<file path="config.mk">
export PLATFORM = sky130hd
export DESIGN_NAME = rfsh_addr_ctl
export DESIGN_NICKNAME = d
export VERILOG_FILES = /design/src/rtl/rfsh_pkg.sv /design/src/rtl/rfsh_strobe_dec.sv /design/src/rtl/rfsh_row_ctr.sv /design/src/rtl/rfsh_powerup.sv /design/src/rtl/rfsh_deadline_wd.sv /design/src/rtl/rfsh_addr_ctl.sv
export SDC_FILE = /design/constraint.sdc
export NUM_CORES = 1
export LEC_CHECK = 0
export CAP_MARGIN = 20
export CORE_MARGIN = 2
export CORE_UTILIZATION = 60
export DETAILED_ROUTE_END_ITERATION = 8
export PLACE_DENSITY_LB_ADDON = 0.3
export SYNTH_ARGS = -nofsm -noshare
export SYNTH_HDL_FRONTEND = slang
export SYNTH_HIERARCHICAL = 1
export SYNTH_SLANG_ARGS = --single-unit
</file>
<file path="constraint.sdc">
create_clock -name clk -period 2.3 [get_ports clk]
set_clock_uncertainty 0.05 [all_clocks]
set_input_delay 0.345 -clock clk [delete_from_list [all_inputs] [get_ports clk]]
set_output_delay 0.345 -clock clk [all_outputs]
set_load 0.01 [all_outputs]
</file>
<file path="src/rtl/rfsh_pkg.sv">
package rfsh_pkg;
   typedef enum logic [1:0] {
      PU_PAUSE = 2'd0,
      PU_INIT  = 2'd1,
      PU_READY = 2'd2
   } pu_state_e;
endpackage

</file>
<file path="src/rtl/rfsh_strobe_dec.sv">
module rfsh_strobe_dec #(
   parameter int ROW_W     = 9,
   parameter int CBR_SETUP = 2
) (
   input  logic             clk,
   input  logic             rst_n,
   input  logic             ras_n,
   input  logic             cas_n,
   input  logic [ROW_W-1:0] addr,
   output logic             cbr_evt,
   output logic             pins_evt,
   output logic [ROW_W-1:0] pins_row
);
   localparam int SW = $clog2(CBR_SETUP + 1);
   localparam logic [SW-1:0] SETUP_MAX = SW'(CBR_SETUP);

   logic          ras_d;
   logic [SW-1:0] cas_low_cnt;
   logic          cas_seen;
   logic          ras_fall;
   logic          ras_rise;

   assign ras_fall = ras_d & ~ras_n;
   assign ras_rise = ~ras_d & ras_n;

   always_ff @(posedge clk) begin
      if (!rst_n) begin
         ras_d       <= 1'b1;
         cas_low_cnt <= '0;
         cas_seen    <= 1'b0;
         pins_row    <= '0;
      end else begin
         ras_d <= ras_n;
         if (cas_n)
            cas_low_cnt <= '0;
         else if (cas_low_cnt != SETUP_MAX)
            cas_low_cnt <= cas_low_cnt + 1'b1;
         if (ras_fall) begin
            pins_row <= addr;
            cas_seen <= ~cas_n;
         end else if (!ras_d && !cas_n) begin
            cas_seen <= 1'b1;
         end
      end
   end

   assign cbr_evt  = ras_fall & (cas_low_cnt == SETUP_MAX);
   assign pins_evt = ras_rise & ~cas_seen & cas_n;


   setup_gate_chk: assert property (@(posedge clk) disable iff (!rst_n)
      cbr_evt |-> !$past(cas_n));


   pins_after_cbr_chk: assert property (@(posedge clk) disable iff (!rst_n)
      cbr_evt |=> !pins_evt);
endmodule

</file>
<file path="src/rtl/rfsh_row_ctr.sv">
module rfsh_row_ctr #(
   parameter int ROW_W = 9
) (
   input  logic             clk,
   input  logic             rst_n,
   input  logic             adv,
   output logic [ROW_W-1:0] row
);
   localparam logic [ROW_W-1:0] LAST_ROW = '1;

   always_ff @(posedge clk) begin
      if (!rst_n)
         row <= '0;
      else if (adv)
         row <= (row == LAST_ROW) ? '0 : row + 1'b1;
   end


   wrap_chk: assert property (@(posedge clk) disable iff (!rst_n)
      (adv && row == LAST_ROW) |=> row == '0);


   counter_hold_chk: assert property (@(posedge clk) disable iff (!rst_n)
      !adv |=> $stable(row));
endmodule

</file>
<file path="src/rtl/rfsh_powerup.sv">
module rfsh_powerup
   import rfsh_pkg::*;
#(
   parameter int PAUSE_CYC     = 20_000_000,
   parameter int INIT_CYCLES   = 8,
   parameter int INIT_CBR_ONLY = 1
) (
   input  logic clk,
   input  logic rst_n,
   input  logic ras_n,
   input  logic cas_n,
   input  logic done_evt,
   input  logic done_from_ctr,
   output logic ready
);
   localparam int PW = $clog2(PAUSE_CYC + 1);
   localparam int IW = $clog2(INIT_CYCLES + 1);
   localparam logic [PW-1:0] PAUSE_LAST = PW'(PAUSE_CYC - 1);
   localparam logic [IW-1:0] INIT_LAST  = IW'(INIT_CYCLES - 1);

   pu_state_e     st;
   logic [PW-1:0] pause_cnt;
   logic [IW-1:0] init_cnt;
   logic          counts;
   logic          idle;

   generate
      if (INIT_CBR_ONLY != 0) begin : g_ctr_only
         assign counts = done_evt & done_from_ctr;
      end else begin : g_any_src
         assign counts = done_evt;
      end
   endgenerate

   assign idle = ras_n & cas_n;

   always_ff @(posedge clk) begin
      if (!rst_n) begin
         st        <= PU_PAUSE;
         pause_cnt <= '0;
         init_cnt  <= '0;
      end else begin
         case (st)
            PU_PAUSE: begin
               if (!idle)
                  pause_cnt <= '0;
               else if (pause_cnt == PAUSE_LAST) begin
                  st        <= PU_INIT;
                  pause_cnt <= '0;
               end else
                  pause_cnt <= pause_cnt + 1'b1;
            end
            PU_INIT: begin
               if (counts) begin
                  if (init_cnt == INIT_LAST)
                     st <= PU_READY;
                  else
                     init_cnt <= init_cnt + 1'b1;
               end
            end
            default: ;
         endcase
      end
   end

   assign ready = (st == PU_READY);


   ready_hold_chk: assert property (@(posedge clk) disable iff (!rst_n)
      ready |=> ready);


   pause_gate_chk: assert property (@(posedge clk) disable iff (!rst_n)
      (st == PU_PAUSE && !idle) |=> st == PU_PAUSE);
endmodule

</file>
<file path="src/rtl/rfsh_deadline_wd.sv">
module rfsh_deadline_wd #(
   parameter int ROW_W      = 9,
   parameter int WINDOW_CYC = 800_000
) (
   input  logic clk,
   input  logic rst_n,
   input  logic run,
   input  logic done_evt,
   output logic miss
);
   localparam int ROWS = 1 << ROW_W;
   localparam int WW   = $clog2(WINDOW_CYC);
   localparam int CW   = $clog2(ROWS + 1);
   localparam logic [WW-1:0] WIN_LAST = WW'(WINDOW_CYC - 1);
   localparam logic [CW-1:0] CNT_SAT  = CW'(ROWS);

   logic [WW-1:0] win_cnt;
   logic [CW-1:0] done_cnt;
   logic [CW:0]   total;
   logic          win_end;

   assign total   = {1'b0, done_cnt} + (CW+1)'(done_evt);
   assign win_end = run && (win_cnt == WIN_LAST);

   always_ff @(posedge clk) begin
      if (!rst_n) begin
         win_cnt  <= '0;
         done_cnt <= '0;
         miss     <= 1'b0;
      end else if (run) begin
         if (win_end) begin
            win_cnt  <= '0;
            done_cnt <= '0;
            if (total < (CW+1)'(ROWS))
               miss <= 1'b1;
         end else begin
            win_cnt <= win_cnt + 1'b1;
            if (done_evt && done_cnt != CNT_SAT)
               done_cnt <= done_cnt + 1'b1;
         end
      end
   end


   miss_sticky_chk: assert property (@(posedge clk) disable iff (!rst_n)
      miss |=> miss);


   no_early_miss_chk: assert property (@(posedge clk) disable iff (!rst_n)
      !run |-> !miss);
endmodule

</file>
<file path="src/rtl/rfsh_addr_ctl.sv">
module rfsh_addr_ctl #(
   parameter int ROW_W         = 9,
   parameter int CBR_SETUP     = 2,
   parameter int PAUSE_CYC     = 20_000_000,
   parameter int INIT_CYCLES   = 8,
   parameter int INIT_CBR_ONLY = 1,
   parameter int WINDOW_CYC    = 800_000
) (
   input  logic             clk,
   input  logic             rst_n,
   input  logic             ras_n,
   input  logic             cas_n,
   input  logic [ROW_W-1:0] addr,
   input  logic             rfsh_done,
   output logic             rfsh_req,
   output logic [ROW_W-1:0] rfsh_row,
   output logic             rfsh_from_ctr,
   output logic             part_ready,
   output logic             deadline_miss
);
   generate
      if (ROW_W < 1 || ROW_W > 16) begin : g_bad_row_w
         $error("ROW_W must lie in 1..16");
      end
      if (CBR_SETUP < 1) begin : g_bad_setup
         $error("CBR_SETUP must be at least 1");
      end
      if (PAUSE_CYC < 1 || INIT_CYCLES < 1) begin : g_bad_powerup
         $error("PAUSE_CYC and INIT_CYCLES must be at least 1");
      end
      if (WINDOW_CYC < 2) begin : g_bad_window
         $error("WINDOW_CYC must be at least 2");
      end
   endgenerate

   logic             cbr_evt;
   logic             pins_evt;
   logic [ROW_W-1:0] pins_row;
   logic [ROW_W-1:0] ctr_row;
   logic             done_evt;
   logic             ctr_adv;

   assign done_evt = rfsh_req & rfsh_done;
   assign ctr_adv  = done_evt & rfsh_from_ctr;

   rfsh_strobe_dec #(.ROW_W(ROW_W), .CBR_SETUP(CBR_SETUP)) u_dec (
      .clk(clk), .rst_n(rst_n), .ras_n(ras_n), .cas_n(cas_n), .addr(addr),
      .cbr_evt(cbr_evt), .pins_evt(pins_evt), .pins_row(pins_row)
   );

   rfsh_row_ctr #(.ROW_W(ROW_W)) u_ctr (
      .clk(clk), .rst_n(rst_n), .adv(ctr_adv), .row(ctr_row)
   );

   rfsh_powerup #(
      .PAUSE_CYC(PAUSE_CYC), .INIT_CYCLES(INIT_CYCLES), .INIT_CBR_ONLY(INIT_CBR_ONLY)
   ) u_pwr (
      .clk(clk), .rst_n(rst_n), .ras_n(ras_n), .cas_n(cas_n),
      .done_evt(done_evt), .done_from_ctr(rfsh_from_ctr), .ready(part_ready)
   );

   rfsh_deadline_wd #(.ROW_W(ROW_W), .WINDOW_CYC(WINDOW_CYC)) u_wd (
      .clk(clk), .rst_n(rst_n), .run(part_ready), .done_evt(done_evt),
      .miss(deadline_miss)
   );

   always_ff @(posedge clk) begin
      if (!rst_n) begin
         rfsh_req      <= 1'b0;
         rfsh_row      <= '0;
         rfsh_from_ctr <= 1'b0;
      end else if (rfsh_req) begin
         if (rfsh_done)
            rfsh_req <= 1'b0;
      end else if (cbr_evt) begin
         rfsh_req      <= 1'b1;
         rfsh_row      <= ctr_row;
         rfsh_from_ctr <= 1'b1;
      end else if (pins_evt) begin
         rfsh_req      <= 1'b1;
         rfsh_row      <= pins_row;
         rfsh_from_ctr <= 1'b0;
      end
   end


   req_hold_chk: assert property (@(posedge clk) disable iff (!rst_n)
      (rfsh_req && !rfsh_done) |=>
         (rfsh_req && $stable(rfsh_row) && $stable(rfsh_from_ctr)));


   req_release_chk: assert property (@(posedge clk) disable iff (!rst_n)
      (rfsh_req && rfsh_done) |=> !rfsh_req);
endmodule

</file>
# Word-level counts from Yosys, hierarchy flattened
# Cells that the tools add are included.
# W data, S select, Z words.
# totals
reg_bits	95
inputBits	14
output_inout_bits	13
word_cells	87
# op_classes
addsub	7
n_lt_le_gt_ge	1
n_eq_ne	13
muxes	21
bitwise_logic	15
n_reduce_logical	16
# op_table
op	n
$mux W25	2
$mux W9	3
$add A25 B1 Y25 const B	1
$eq A25 B25 Y1 const B	1
$add A20 B1 Y20 const B	1
$eq A20 B20 Y1 const B	1
$mux W10	2
$mux W20	1
$add A10 B1 Y11	1
$lt A11 B10 Y1 const B	1
$add A10 B1 Y10 const B	1
$ne A10 B10 Y1 const B	1
$add A9 B1 Y9 const B	1
$eq A9 B9 Y1 const B	1
$and A1 B1 Y1	8
$mux W1	8
$mux W2	4
$reduce_bool A2 Y1	4
$not A1 Y1	7
$ne A2 B1 Y1 const B	3
$reduce_and A3 Y1	2
$reduce_and A5 Y1	1
$add A4 B1 Y4 const B	1
$eq A2 B2 Y1 const B	2
other kinds (10)	15

# Logic depth before layout (Yosys ltp)
# logic_depth
depth_word	7
mapped_depth	7

# Modules after synthesis
# The synthesis kept the hierarchy.
# modules_own_cells
mod	instances	cells_each	area_each_um2	seq_area_each_um2
rfsh_powerup	1	205	1716.6	620.6
rfsh_deadline_wd	1	192	1607.8	620.6
rfsh_addr_ctl	1	52	554.3	220.2
rfsh_strobe_dec	1	60	516.7	260.2
rfsh_row_ctr	1	46	429.2	180.2

# Worst setup path before layout
# OpenSTA, ideal clock, no wires.
# synth_timing
kind	flip-flop to flip-flop
startpoint	reg u_pwr.pause_cnt[0]
endpoint	reg u_pwr.pause_cnt[7]
setup_time_ns	0.115
arrival_ns	1.832
t_required_ns	2.135
slack_ns	0.303
path_stages_with_launch	8
n_path_buf	1
cell_sequence	dfxtp_1 -> ha_1 -> nand4_4 -> or3_1 -> o21ba_2 -> o21ai_4 -> buf_4 -> nor2_1
# synth_via
elab_chain_len	3
word_cells_on_any_way	4
classes_between	add/sub (1); eq/ne (1); mux (2)
# synth_lines
item	line_no	rtl
from (decl)	rfsh_powerup.sv:22	logic [PW-1:0] pause_cnt;
from (signal assigned)	rfsh_powerup.sv:51	pause_cnt <= pause_cnt + 1'b1;
$add A25 B1 Y25 or $eq A25 B25 Y1 (tied branches)	rfsh_powerup.sv:51, rfsh_powerup.sv:47	
$mux W25 *	rfsh_powerup.sv:47	else if (pause_cnt == PAUSE_LAST) begin
$mux W25 *	rfsh_powerup.sv:45	if (!idle)
# Mark *: on every way between the ends. The rest lies on a longest branch, timed or not.
# A chain may end at the register's enable or synchronous reset.

# Final worst setup path
# layout_timing
startpoint	reg u_pwr.st[1]
endpoint	out part_ready
# layout_via
elab_chain_len	1
# layout_lines
item	line_no	rtl
from (decl)	rfsh_powerup.sv:21	pu_state_e st;
from (signal assigned)	rfsh_powerup.sv:39	st <= PU_PAUSE;
from (signal assigned)	rfsh_powerup.sv:48	st <= PU_INIT;
from (signal assigned)	rfsh_powerup.sv:56	st <= PU_READY;
$eq A2 B2 Y1	rfsh_powerup.sv:66	assign ready = (st == PU_READY);
to (decl)	rfsh_addr_ctl.sv:18	output logic part_ready,
# Every way passes these cells.

==> flow_summary.yaml <==
outcome:
  status: "completed"
synthesis:
  synthesis.instances: 555
  synth_edf_count: 0
  synth_top_area_cell: "dfxtp_1"
  synthTopCellsByCount: "dfxtp_1, nand2_1, nor2_1, nand3_1, nand4_1"
  synth.yosys.seq_area_share_pct: 39.42
  ys_types: 70
  synth-async-reset-ratio_pct: 0
  ys_seq_elements: 95
  synth.most_common_cell: "dfxtp_1"
  synth_top_cells_by_area: "dfxtp_1, nand2_1, nor2_1, xor2_1, nand4_1"
  syn-cell-area_sq_um: 4825
  ys_warn_count: 6
  synth_flop_cell: "dfxtp_1"
  synth_fp_nets: 578
  synth_top_area_share_pct: 39.42
  syn_avg_cell_area_sq_um: 8.693
floorplanning:
  core_sq_um: 7767
  die_x_um: 93.67
  dieArea_sq_um: 8774
  die_y_um: 93.67
  initial_core_util_pct: 62.11
  ios: 27
  num_rows: 32
route:
  vias: 4206
  viasPerCell: 6.017
  firstDrtPassIters: 4
  drt_wl_total_mm: 10.85
  drtIter0Drc: 185
  drc: 0
  drtAntennaViolNets: 0
  detail_route.wl_per_cell_um: 15.52
final_layout:
  drive_above_1_share_pct: 11.39
  fin_nets: 615
  fill_cells: 611
  areaGrowthSynthToFinish_pct: 13.33
  multi_input_area_sq_um: 2756
  finalInstanceArea_sq_um: 5468
  antenna_cells: 0
  regArea_sq_um: 1902
  final_util_pct: 70.39
global_route:
  grt_pass1_vias: 4044
  grt_overflow: 0
  grt_max_degree: 32
  grt_pass1_wl_mm: 18.43
  grtUsageTotal_pct: 26.17
  antenna_found_initial: 0
placement:
  gp_congestion: 0.9225
  place_area_sq_um: 5261
  dp_hpwl_mm: 7.718
  io_buffers: 26
flow_run:
  cap_viol_max_count: 0
sta:
  period_share_pct: 93.54
  maxSlewHeadroom_pct: 58.48
  worst_pin_slew_ps: 617.1
  setup_viol: 0
  fin_tns_setup_ps: 0
  hold_violations: 0
  rsz0062_at_grt: "false"
  fin_crit_ps: 2151
  max_freq_mhz: 464.8
  slew_violations: 0
cts:
  numClockSinks: 95
  post_cts_buffers: 0
  holdBufCountCts: 0
  ctsResizeCount: 0
  cts_tree: "done"
  cts.clk_slew.worst_paths_ps: 90
  cts_root_buffer: "clkbuf_8"
  cts_inserted_buffers: 9
  insertion_delay_ps: 360
  cts-htree-levels: 3
  cts_max_path_buffers: 2
setup_path:
  slowest_stage: "clkdlybuf4s50_1"
  crit_fanout: 16
  end_kind: "output port"
  critical-path-top-delay-family: "buffers and inverters"
  critPathBufInv: 2
  max_stage_delay_ps: 560
  arrival_ps: 1760
  cp-start-kind: "flip-flop"
  path_class: "reg2out"
  cp.required_ps: 1900
  r2r_slack_ps: 200
  crit_chain: "nor2b_1 > buf_4 > clkdlybuf4s50_1"
power:
  ir_drop_mv: 0.3314
  p_per_area_nw_per_um2: 545.8
  p_leak_nw: 1.878
hold_path:
  min_path_type: "reg2reg"
## power by group
group	leakage, nW	switching, mW	internal (mW)
clock	0.103	0.599	0.538
sequential	0.768	0.0174	1.66
combinational	1.01	0.0919	0.0735
## placed cells by master, fill, tap and decap left out, drive strengths merged, types with 4 or more instances in the layout
| cell | n |
|---|---|
| ha | 9 |
| nor2 | 61 |
| nand2b | 6 |
| nand2 | 66 |
| xor2 | 24 |
| nor4 | 7 |
| o21ai | 20 |
| clkbuf | 10 |
| clkdlybuf4s50 | 26 |
| a21boi | 12 |
| a31oi | 5 |
| dfxtp | 95 |
| o211ai | 12 |
| nor2b | 4 |
| or4 | 5 |
| or4b | 4 |
| xnor2 | 13 |
| clkinv | 4 |
| and2 | 8 |
| inv | 10 |
| a21oi | 20 |
| nor3 | 11 |
| nand4b | 5 |
| buf | 22 |
| and4 | 7 |
| nand4 | 29 |
| and3 | 9 |
| or3 | 8 |
| mux2i | 13 |
| nand3 | 36 |
## cells by family after synthesis
kind of cell             count (synthesis)  share of synthesized area [%]
AO/OA/AOI/OAI                           87                          12.68
XOR/XNOR                                37                          6.717
adder cells (fa/ha/maj)                  9                          2.334
buffers and inverters                   32                          3.449
flip-flops                              95                          39.42
multiplexers                            13                          2.697
AND/OR/NAND/NOR                        282                          32.70
## final timing paths
check | start | to | cells past startpoint
worst max-delay path | u_pwr/st[1]$_SDFFE_PN0P_ | part_ready | 3
worst max register to register | u_pwr/pause_cnt[0]$_SDFFE_PN0N_ | u_pwr/pause_cnt[12]$_SDFFE_PN0N_ | 6
worst min register to register | u_dec/pins_row[8]$_SDFFE_PN0P_ | u_dec/pins_row[8]$_SDFFE_PN0P_ | 2
worst min-delay path | u_dec/pins_row[8]$_SDFFE_PN0P_ | u_dec/pins_row[8]$_SDFFE_PN0P_ | 2
## metrics by stage
| stage | worst slack [ps] | power [mW] | hold WS [ps] | std cells |
|---|---|---|---|---|
| 6_report | 148.6 | 2.984 | 416.3 | 699 |
| 5_1_grt | 66.41 | 3.093 | 440.0 | 699 |
| 4_1_cts | 132.0 | 3.002 | 417.3 | 699 |
| 3_5_place_dp | 28.89 | 1.886 | 399.9 | 683 |
| 3_3_place_gp | 106.2 | 1.878 | 391.7 | 683 |
| 2_1_floorplan | 303.4 | 1.815 | 368.0 | 555 |
## layout make-up
| class | count | share of cell area, % |
|---|---|---|
| timing repair buffer | 48 | 8.009 |
| tap | 102 | 2.334 |
| clock inverter | 6 | 1.259 |
| inverter | 10 | 0.6865 |
| clock buffer | 10 | 2.517 |
| multi-input combinational | 428 | 50.41 |
| sequential | 95 | 34.78 |
## worst reg2reg max path, delay by kind of cell, from the launching register on
family / cells / cell delay (ps)
flip-flops: 1 / 350
adder cells (fa/ha/maj): 1 / 260
AO/OA/AOI/OAI: 1 / 170
AND/OR/NAND/NOR: 4 / 1200
## registers in the layout (all words and copies together), names as in the netlist
name / count
u_dec/ras_d: 1
rfsh_req: 1
u_wd/miss: 1
u_wd/win_cnt: 20
u_pwr/st: 2
rfsh_row: 9
u_wd/done_cnt: 10
u_ctr/row: 9
u_dec/pins_row: 9
rfsh_from_ctr: 1
u_pwr/pause_cnt: 25
u_pwr/init_cnt: 4
u_dec/cas_low_cnt: 2
u_dec/cas_seen: 1
## routing by layer
layer  GRT usage [%]  share of wire [%]  vias up
li1                -                  -     2071
met2           46.82                 50       86
met4           7.126                1.4        0
met3           5.297                4.2       16
met1           31.99                 44     2033
met5               0                  0        -
Note: power is estimated with default switching activity, not from simulation.
